<file path="src/rtl/boot_mode_pkg.sv">
package boot_mode_pkg;

  typedef enum logic {
    MODE_USER = 1'b0,
    MODE_MON  = 1'b1
  } op_mode_e;

  // True when the divide-by-two stage is skipped (bus = osc / 2).
  function automatic logic skip_half_stage(op_mode_e m, logic strap);
    return (m == MODE_MON) && !strap;
  endfunction

  // Last phase index of one bus period, counted in oscillator cycles.
  function automatic logic [1:0] bus_last_phase(logic short_div);
    return short_div ? 2'd1 : 2'd3;
  endfunction

  // Number of oscillator cycles the bus clock stays high per period.
  function automatic logic [1:0] bus_high_count(logic short_div);
    return short_div ? 2'd1 : 2'd2;
  endfunction

endpackage

</file>
<file path="src/rtl/strap_latch.sv">
module strap_latch
  import boot_mode_pkg::*;
(
  input  logic     clk,
  input  logic     por,
  input  logic     hv_flag,
  input  logic     strap,
  output logic     locked,
  output op_mode_e mode,
  output logic     strap_q
);

  always_ff @(posedge clk or posedge por) begin
    if (por) begin
      locked  <= 1'b0;
      mode    <= MODE_USER;
      strap_q <= 1'b0;
    end else if (!locked) begin
      locked  <= 1'b1;
      mode    <= hv_flag ? MODE_MON : MODE_USER;
      strap_q <= strap;
    end
  end

  // once frozen, the selection never moves before the next reset
  a_r2_frozen: assert property (@(posedge clk) disable iff (por)
    (locked && $past(locked)) |-> ($stable(mode) && $stable(strap_q)));

endmodule

</file>
<file path="src/rtl/bus_clk_div.sv">
module bus_clk_div
  import boot_mode_pkg::*;
#(
  parameter int PH_W = 2
) (
  input  logic clk,
  input  logic por,
  input  logic running,
  input  logic short_div,
  output logic bus_clk,
  output logic bus_rise
);

  logic [PH_W-1:0] ph;
  logic [PH_W-1:0] ph_last;
  logic [PH_W-1:0] ph_high;

  assign ph_last  = PH_W'(bus_last_phase(short_div));
  assign ph_high  = PH_W'(bus_high_count(short_div));
  assign bus_rise = running && (ph == '0);

  always_ff @(posedge clk or posedge por) begin
    if (por) begin
      ph      <= '0;
      bus_clk <= 1'b0;
    end else if (running) begin
      ph      <= (ph == ph_last) ? '0 : ph + 1'b1;
      bus_clk <= (ph < ph_high);
    end
  end

  // no bus clock before the selection is frozen
  a_r1_idle_low: assert property (@(posedge clk) disable iff (por)
    !running |-> !bus_clk);

  // the short divider toggles the bus clock on every oscillator edge
  a_r4_toggle: assert property (@(posedge clk) disable iff (por)
    (running && $past(running) && short_div) |-> (bus_clk != $past(bus_clk)));

  // the phase counter never leaves the selected period
  a_r5_phase_range: assert property (@(posedge clk) disable iff (por)
    running |-> (ph <= ph_last));

endmodule

</file>
<file path="src/rtl/baud_strobe.sv">
module baud_strobe #(
  parameter int BAUD_DIV = 256
) (
  input  logic clk,
  input  logic por,
  input  logic enable,
  input  logic bus_rise,
  output logic tick
);

  localparam int BAUD_W = (BAUD_DIV > 1) ? $clog2(BAUD_DIV) : 1;
  localparam logic [BAUD_W-1:0] BAUD_LAST = BAUD_W'(BAUD_DIV - 1);

  logic [BAUD_W-1:0] bcnt;
  logic              wrap;

  assign wrap = enable && bus_rise && (bcnt == BAUD_LAST);

  always_ff @(posedge clk or posedge por) begin
    if (por) begin
      bcnt <= '0;
      tick <= 1'b0;
    end else begin
      tick <= wrap;
      if (enable && bus_rise) bcnt <= wrap ? '0 : bcnt + 1'b1;
    end
  end

  // user mode never strobes
  a_r8_user_silent: assert property (@(posedge clk) disable iff (por)
    !enable |-> !tick);

  // strobe lasts exactly one oscillator cycle
  a_r8_one_cycle: assert property (@(posedge clk) disable iff (por)
    tick |=> !tick);

  // strobe only follows a bus rising edge
  a_r8_on_rise: assert property (@(posedge clk) disable iff (por)
    tick |-> $past(bus_rise));

endmodule

</file>
<file path="src/rtl/boot_mode_clkgen.sv">
module boot_mode_clkgen
  import boot_mode_pkg::*;
#(
  parameter int BAUD_DIV = 256
) (
  input  logic osc_clk,
  input  logic por,
  input  logic irq_hv,
  input  logic strap_div,
  output logic bus_clk,
  output logic mon_mode,
  output logic wdog_off,
  output logic baud_tick
);

  logic     locked;
  op_mode_e mode;
  logic     strap_q;
  logic     short_div;
  logic     bus_rise;

  strap_latch u_latch (
    .clk     (osc_clk),
    .por     (por),
    .hv_flag (irq_hv),
    .strap   (strap_div),
    .locked  (locked),
    .mode    (mode),
    .strap_q (strap_q)
  );

  assign short_div = skip_half_stage(mode, strap_q);
  assign mon_mode  = (mode == MODE_MON);
  assign wdog_off  = mon_mode;

  bus_clk_div #(.PH_W(2)) u_div (
    .clk       (osc_clk),
    .por       (por),
    .running   (locked),
    .short_div (short_div),
    .bus_clk   (bus_clk),
    .bus_rise  (bus_rise)
  );

  baud_strobe #(.BAUD_DIV(BAUD_DIV)) u_baud (
    .clk      (osc_clk),
    .por      (por),
    .enable   (mon_mode),
    .bus_rise (bus_rise),
    .tick     (baud_tick)
  );

  // user mode never takes the short divider
  a_r6_user_long: assert property (@(posedge osc_clk) disable iff (por)
    !mon_mode |-> !short_div);

  // watchdog disable tracks the latched monitor mode
  a_r7_wdog: assert property (@(posedge osc_clk) disable iff (por)
    wdog_off |-> (locked && mode == MODE_MON));

endmodule

</file>
<file path="config.mk">
export PLATFORM = sky130hd
export DESIGN_NAME = boot_mode_clkgen
export DESIGN_NICKNAME = d
export VERILOG_FILES = /design/src/rtl/boot_mode_pkg.sv /design/src/rtl/strap_latch.sv /design/src/rtl/bus_clk_div.sv /design/src/rtl/baud_strobe.sv /design/src/rtl/boot_mode_clkgen.sv
export SDC_FILE = /design/constraint.sdc
export NUM_CORES = 1
export LEC_CHECK = 0
export ABC_AREA = 1
export BUFFER_PORTS_ARGS = -buffer_cell sky130_fd_sc_hd__buf_4
export CAP_MARGIN = 0
export CORE_ASPECT_RATIO = 1.1
export CORE_MARGIN = 10
export CORE_UTILIZATION = 40
export DETAILED_ROUTE_END_ITERATION = 7
export GPL_TIMING_DRIVEN = 0
export PLACE_DENSITY = 0.7
export SLEW_MARGIN = 20
export SYNTH_ARGS = -nofsm -noshare
export SYNTH_HDL_FRONTEND = slang
export SYNTH_SLANG_ARGS = --single-unit
export TNS_END_PERCENT = 10
</file>
<file path="constraint.sdc">
create_clock -name osc_clk -period 1.1 [get_ports osc_clk]
set_input_delay 0.22 -clock osc_clk [delete_from_list [all_inputs] [get_ports osc_clk]]
set_output_delay 0.22 -clock osc_clk [all_outputs]
set_load 0.02 [all_outputs]
</file>
* Yosys cells after proc, flatten, opt, wreduce, memory -nomap -nowiden
Index checks and enable logic that the tools add are counted.
W data, S select, Z words.
** Word-level totals
- Word-level logic and storage cells :: 23
- Flip-flop bits (word level) :: 15
- Output and inout bits :: 4
** Operators by class
- Order comparisons :: 1
- $add $sub $neg :: 2
- Reductions and logical operators :: 6
- Equal/unequal tests :: 2
- Multiplexer cells :: 5
** Operators by type and width (count)
- $add A8 B1 Y8 const B :: 1
- $eq A8 B8 Y1 const B :: 1
- $mux W8 :: 1
- $mux W2 :: 3
- $logic_and A1 B1 Y1 :: 4
- $add A2 B1 Y2 const B :: 1
- $eq A2 B2 Y1 :: 1
- $logic_not A2 Y1 :: 1
- $lt A2 B2 Y1 :: 1
- $logic_not A1 Y1 :: 1
- $mux W1 :: 1

* Logic depth before layout (Yosys ltp)
- Depth after elaboration :: 5
- Gate-level depth with buffers :: 8
- Mapped depth without buffers :: 8

* Hierarchy
A second synthesis with hierarchy kept.
** Unflattened totals
- Cell total of the unflattened synthesis :: 100
- Area, all modules :: 793.3 sq um
** By module, submodules not included
- baud_strobe :: area each 495.5 sq um, cells each 64, instances 1
- bus_clk_div :: area each 171.4 sq um, cells each 21, instances 1
- strap_latch :: area each 108.9 sq um, cells each 12, instances 1
- boot_mode_clkgen :: area each 17.5 sq um, cells each 3, instances 1

* Worst setup path before layout
Ideal clock, no wire load.
- Path kind :: flip-flop to flip-flop
- From :: register u_div.ph[0]
- To :: register u_baud.bcnt[0]
- Setup slack :: -0.152 ns
- Buffers on the path :: 0
- Data arrival time :: 1.132 ns
- Clock period less this slack :: 1.252 ns
- Cell stages (with the launch flop) :: 7
- Cells stage by stage :: dfrtp_1 inv_1 ha_1 nand3_4 nor2_4 and2b_2 o21ai_1
** On the way
- Longest elaborated chain between the ends :: 5
** RTL lines
- start, declared :: line bus_clk_div.sv:14 : logic [PH_W-1:0] ph;
- start signal, assigned :: line bus_clk_div.sv:27 : ph <= (ph == ph_last) ? '0 : ph + 1'b1;
- $logic_not A2 Y1 :: line bus_clk_div.sv:20 : assign bus_rise = running && (ph == '0);
- $logic_and A1 B1 Y1 :: line bus_clk_div.sv:20
- $logic_and A1 B1 Y1 (2 in a row) :: line baud_strobe.sv:17 : assign wrap = enable && bus_rise && (bcnt == BAUD_LAST);
- named net u_baud.wrap :: line baud_strobe.sv:15 : logic wrap;
- $mux W8 :: line baud_strobe.sv:25 : if (enable && bus_rise) bcnt <= wrap ? '0 : bcnt + 1'b1;
- end signal, assigned :: line baud_strobe.sv:25
- end, declared :: line baud_strobe.sv:14 : logic [BAUD_W-1:0] bcnt;
The timed path passes the listed nets, and every way through them passes these cells.
A chain may end at the register's enable or synchronous reset.

* Worst setup path after layout
- From :: register u_div.ph[0]
- To :: register u_baud.bcnt[1]
** On the way
- Longest elaborated chain between the ends :: 5
** RTL lines (line)
- $logic_not A2 Y1 (*) :: bus_clk_div.sv:20
- $logic_and A1 B1 Y1 (*) :: bus_clk_div.sv:20
- $logic_and A1 B1 Y1 (*) :: baud_strobe.sv:17, baud_strobe.sv:25
- $logic_and A1 B1 Y1 :: baud_strobe.sv:17
- $mux W8 :: baud_strobe.sv:25
Mark *: on every way between the ends. The rest lies on a longest branch, timed or not.

==> reports/results.tsv <==
stage	metric	value	unit
outcome	status	complete, but fails checks	
outcome	failing checks	hold timing, setup timing	
detailed_routing	Routed Wire Length	1.34	mm
cts	total clock sinks	15	
detailed_routing	first drt pass iteration count	4	
worst_setup_path	Worst setup SP type	flop	
worst_setup_path	Worst Path Required	1.27	ns
die	Die ar.	3910	sq um
worst_setup_path	WS Path Type	reg2reg	
cts	CTS tree	built	
die	die width	60.5	microns
worst_setup_path	crit path cell chain	inv_2 > ha_4 > nand3_4 > buf_4 > mux2_2	
worst_setup_path	Top delay family on crit path	flip-flops	
die	Starting Density	0.415	
worst_setup_path	WP buf/inv	2	
synth	synthesized instance count	76	
detailed_routing	post-route ant nets	0	
run	maxcap violations	0	
sta	max-slew violations	0	
synth	share of the synthesized area in the top cell type	0.519	
sta	Setup WS post-layout	-0.210	ns
finish	Layout area overhead	23.5	%
sta	Rel. slew slack	0.623	
finish	NumNets Final	98	
synth	synthesis warning total	0	
detailed_routing	Wirelength per Cell	12.3	microns
detailed_routing	drt via density	4.84	
global_route	grt ovf	0	
global_route	GRT Resource Usage Total	0.0727	
detailed_routing	# DRC	0	
synth	#FFs+latches synth	15	
finish	multi-input logic area	322	sq um
sta	Peak Freq	764	MHz
power	PD cells	1810	nW/um^2
sta	min cycle time layout	1.31	ns
die	Row Count	16	
sta	Worst Skew	0.000943	ns
sta	post-route setup TNS	-1.49	ns
synth	Area contributors post-synth	dfrtp_1 (52%), nand2_1 (7.3%), inv_1 (6.2%)	
worst_setup_path	crit path launch	u_div.ph[0]$_DFFE_PP0P_	
finish	share of cells above drive strength 1	0.330	
placement	Place WS	-0.237	ns
power	leakage	0.436	nW
finish	Fillers	165	
global_route	initial antenna violation count	0	
synth	post-synth top area cell	dfrtp_1	
finish	Storage cell area	377	sq um
die	area of the core	1740	sq um
cts	Root Buffer	clkbuf_4	
cts	CTS Buf Count	3	
synth	Synthesized Nets	82	
global_route	first-pass GRT wire length	2.23	mm
placement	input/output buffers	7	
sta	Slew @ Worst Pin	0.565	ns
cts	Clock transition at path regs	0.09	ns
finish	commonest non-fill, non-tap cell in the layout	dfrtp_1	
worst_setup_path	crit path DAT	1.48	ns
cts	clock latency on the worst-skew pair	0.27	ns
synth	Seq/Total Area, Yosys	0.519	
power	Max VDD drop	0.952	mV
sta	Final period util	1.19	
die	Die Height	64.6	microns
sta	Setup-failing EPs final	11	
sta	Hold WS	-0.00774	ns
global_route	largest net degree at the start of global routing	16	
hold_path	worst hold path class	in2async	
placement	HPWL after DPL	920	microns
detailed_routing	1st-iter DRT viols	11	
synth	Syn Area/Cell	9.52	sq um
synth	Syn Std Cell Area	723	sq um
global_route	number of global-route vias before repair	488	
synth	synth unique cells	21	
worst_setup_path	critical path's largest stage delay	0.41	ns
detailed_routing	vias	528	
sta	RSZ-0062 raised after global routing	yes	
die	num ports	8	
cts	clk buf depth	2	
finish	Diodes inserted	0	
worst_setup_path	CP Max Fanout	6	
cts	H-tree level count	1	
sta	Final Hold Fails	15	
power	Tot Pwr	1.61	mW
worst_setup_path	r2r startpoint	u_div.ph[0]$_DFFE_PP0P_	
finish	most frequent cells in the layout	dfrtp_1 (14), nand2_1 (13), inv_1 (9), buf_4 (9), nand3_1 (7)	
worst_setup_path	Slowest-stage cell, CP	dfrtp_1	
finish	Util after Layout	0.513	
placement	RePlAce Congestion	0.811	
worst_setup_path	Worst Setup End Kind	flop	
[metal layers]
| layer | share of wire | routed length [microns] | track usage | up-vias |
|---|---|---|---|---|
| li1 | - | - | - | 265 |
| met1 | 0.43 | 571 | 0.0890 | 252 |
| met2 | 0.52 | 700 | 0.110 | 9 |
| met3 | 0.032 | 43 | 0.0195 | 2 |
| met4 | 0.017 | 23 | 0.0440 | 0 |
| met5 | 0 | 0 | 0 | - |
[worst paths after layout]
check | to | slack [ns] | cells after the start
setup reg to reg | u_baud.bcnt[1]$_DFFE_PP0P_ | -0.21 | 5
hold reg to reg | u_baud.bcnt[4]$_DFFE_PP0P_ | 0.51 | 1
setup / recovery | u_baud.bcnt[1]$_DFFE_PP0P_ | -0.21 | 5
min in group osc_clk | u_latch.mode$_DFFE_PP0N_ | 0.13 | 3
hold / removal | u_div.bus_clk$_DFFE_PP0P_ | -0.008 | 2
max in group asynchronous | u_latch.mode$_DFFE_PP0N_ | 0.71 | 2
[cell usage after synthesis]
cell type  instances
a21oi_1            2
xnor2_1            1
dfrtp_1           15
nand2_1           14
or2_0              1
and2b_2            1
nand3_4            1
nor2_4             2
nand3_1            7
conb_1             1
o21ai_1            1
ha_1               2
nor2_1             3
buf_4              1
o21ai_0            4
nand4_1            1
inv_1             12
nor2_2             1
xor2_1             4
mux2_2             1
nand3_2            1
[sequential cells by signal (all words and copies together), names as in the netlist]
| signal | flops |
|---|---|
| u_baud.bcnt | 8 |
| u_div.ph | 2 |
| u_baud.tick | 1 |
| u_div.bus_clk | 1 |
| u_latch.locked | 1 |
| u_latch.mode | 1 |
| u_latch.strap_q | 1 |
[where the power goes]
group | internal, mW | switching [mW] | total [mW]
Combinational | 0.257 | 0.250 | 0.507
Sequential | 0.676 | 0.121 | 0.797
Clock | 0.140 | 0.168 | 0.309
[logic make-up (layout without fill, tap and decap cells)]
group | after synthesis | count (layout) | synth area share
mux | 1 | 1 | 0.0156
compound gates | 7 | 7 | 0.0484
xor+xnor | 5 | 5 | 0.0606
buf+inv | 13 | 28 | 0.0727
simple gates | 32 | 32 | 0.244
fa+ha+maj | 2 | 2 | 0.0346
flops | 15 | 15 | 0.519
other cells | 1 | 1 | 0.00519
[metrics by stage]
stage          area [sq um]  std cells  hold WS (ns)
2_1_floorplan           726         76         0.121
3_3_place_gp            801        101         0.313
3_5_place_dp            801        101         0.312
4_1_cts                 857        106       0.00654
5_1_grt                 893        109        0.0309
6_report                893        109      -0.00774
[what timing repair did]
item	4_1_cts	5_1_grt
setup buffers	1	3
pin swaps	1	3
hold buffers	0	0
cloned	0	0
setup endpoints to repair	10	11
gates resized for setup	7	4
hold endpoints to repair	0	0
[final cells by class]
type                       count  share of cell area
sequential                    15               0.422
timing repair buffer          11               0.101
tap                           18              0.0252
buffer                         1              0.0126
inverter                      12              0.0504
multi-input combinational     48               0.360
clock buffer                   4              0.0294
(Power assumes the default switching activity.)
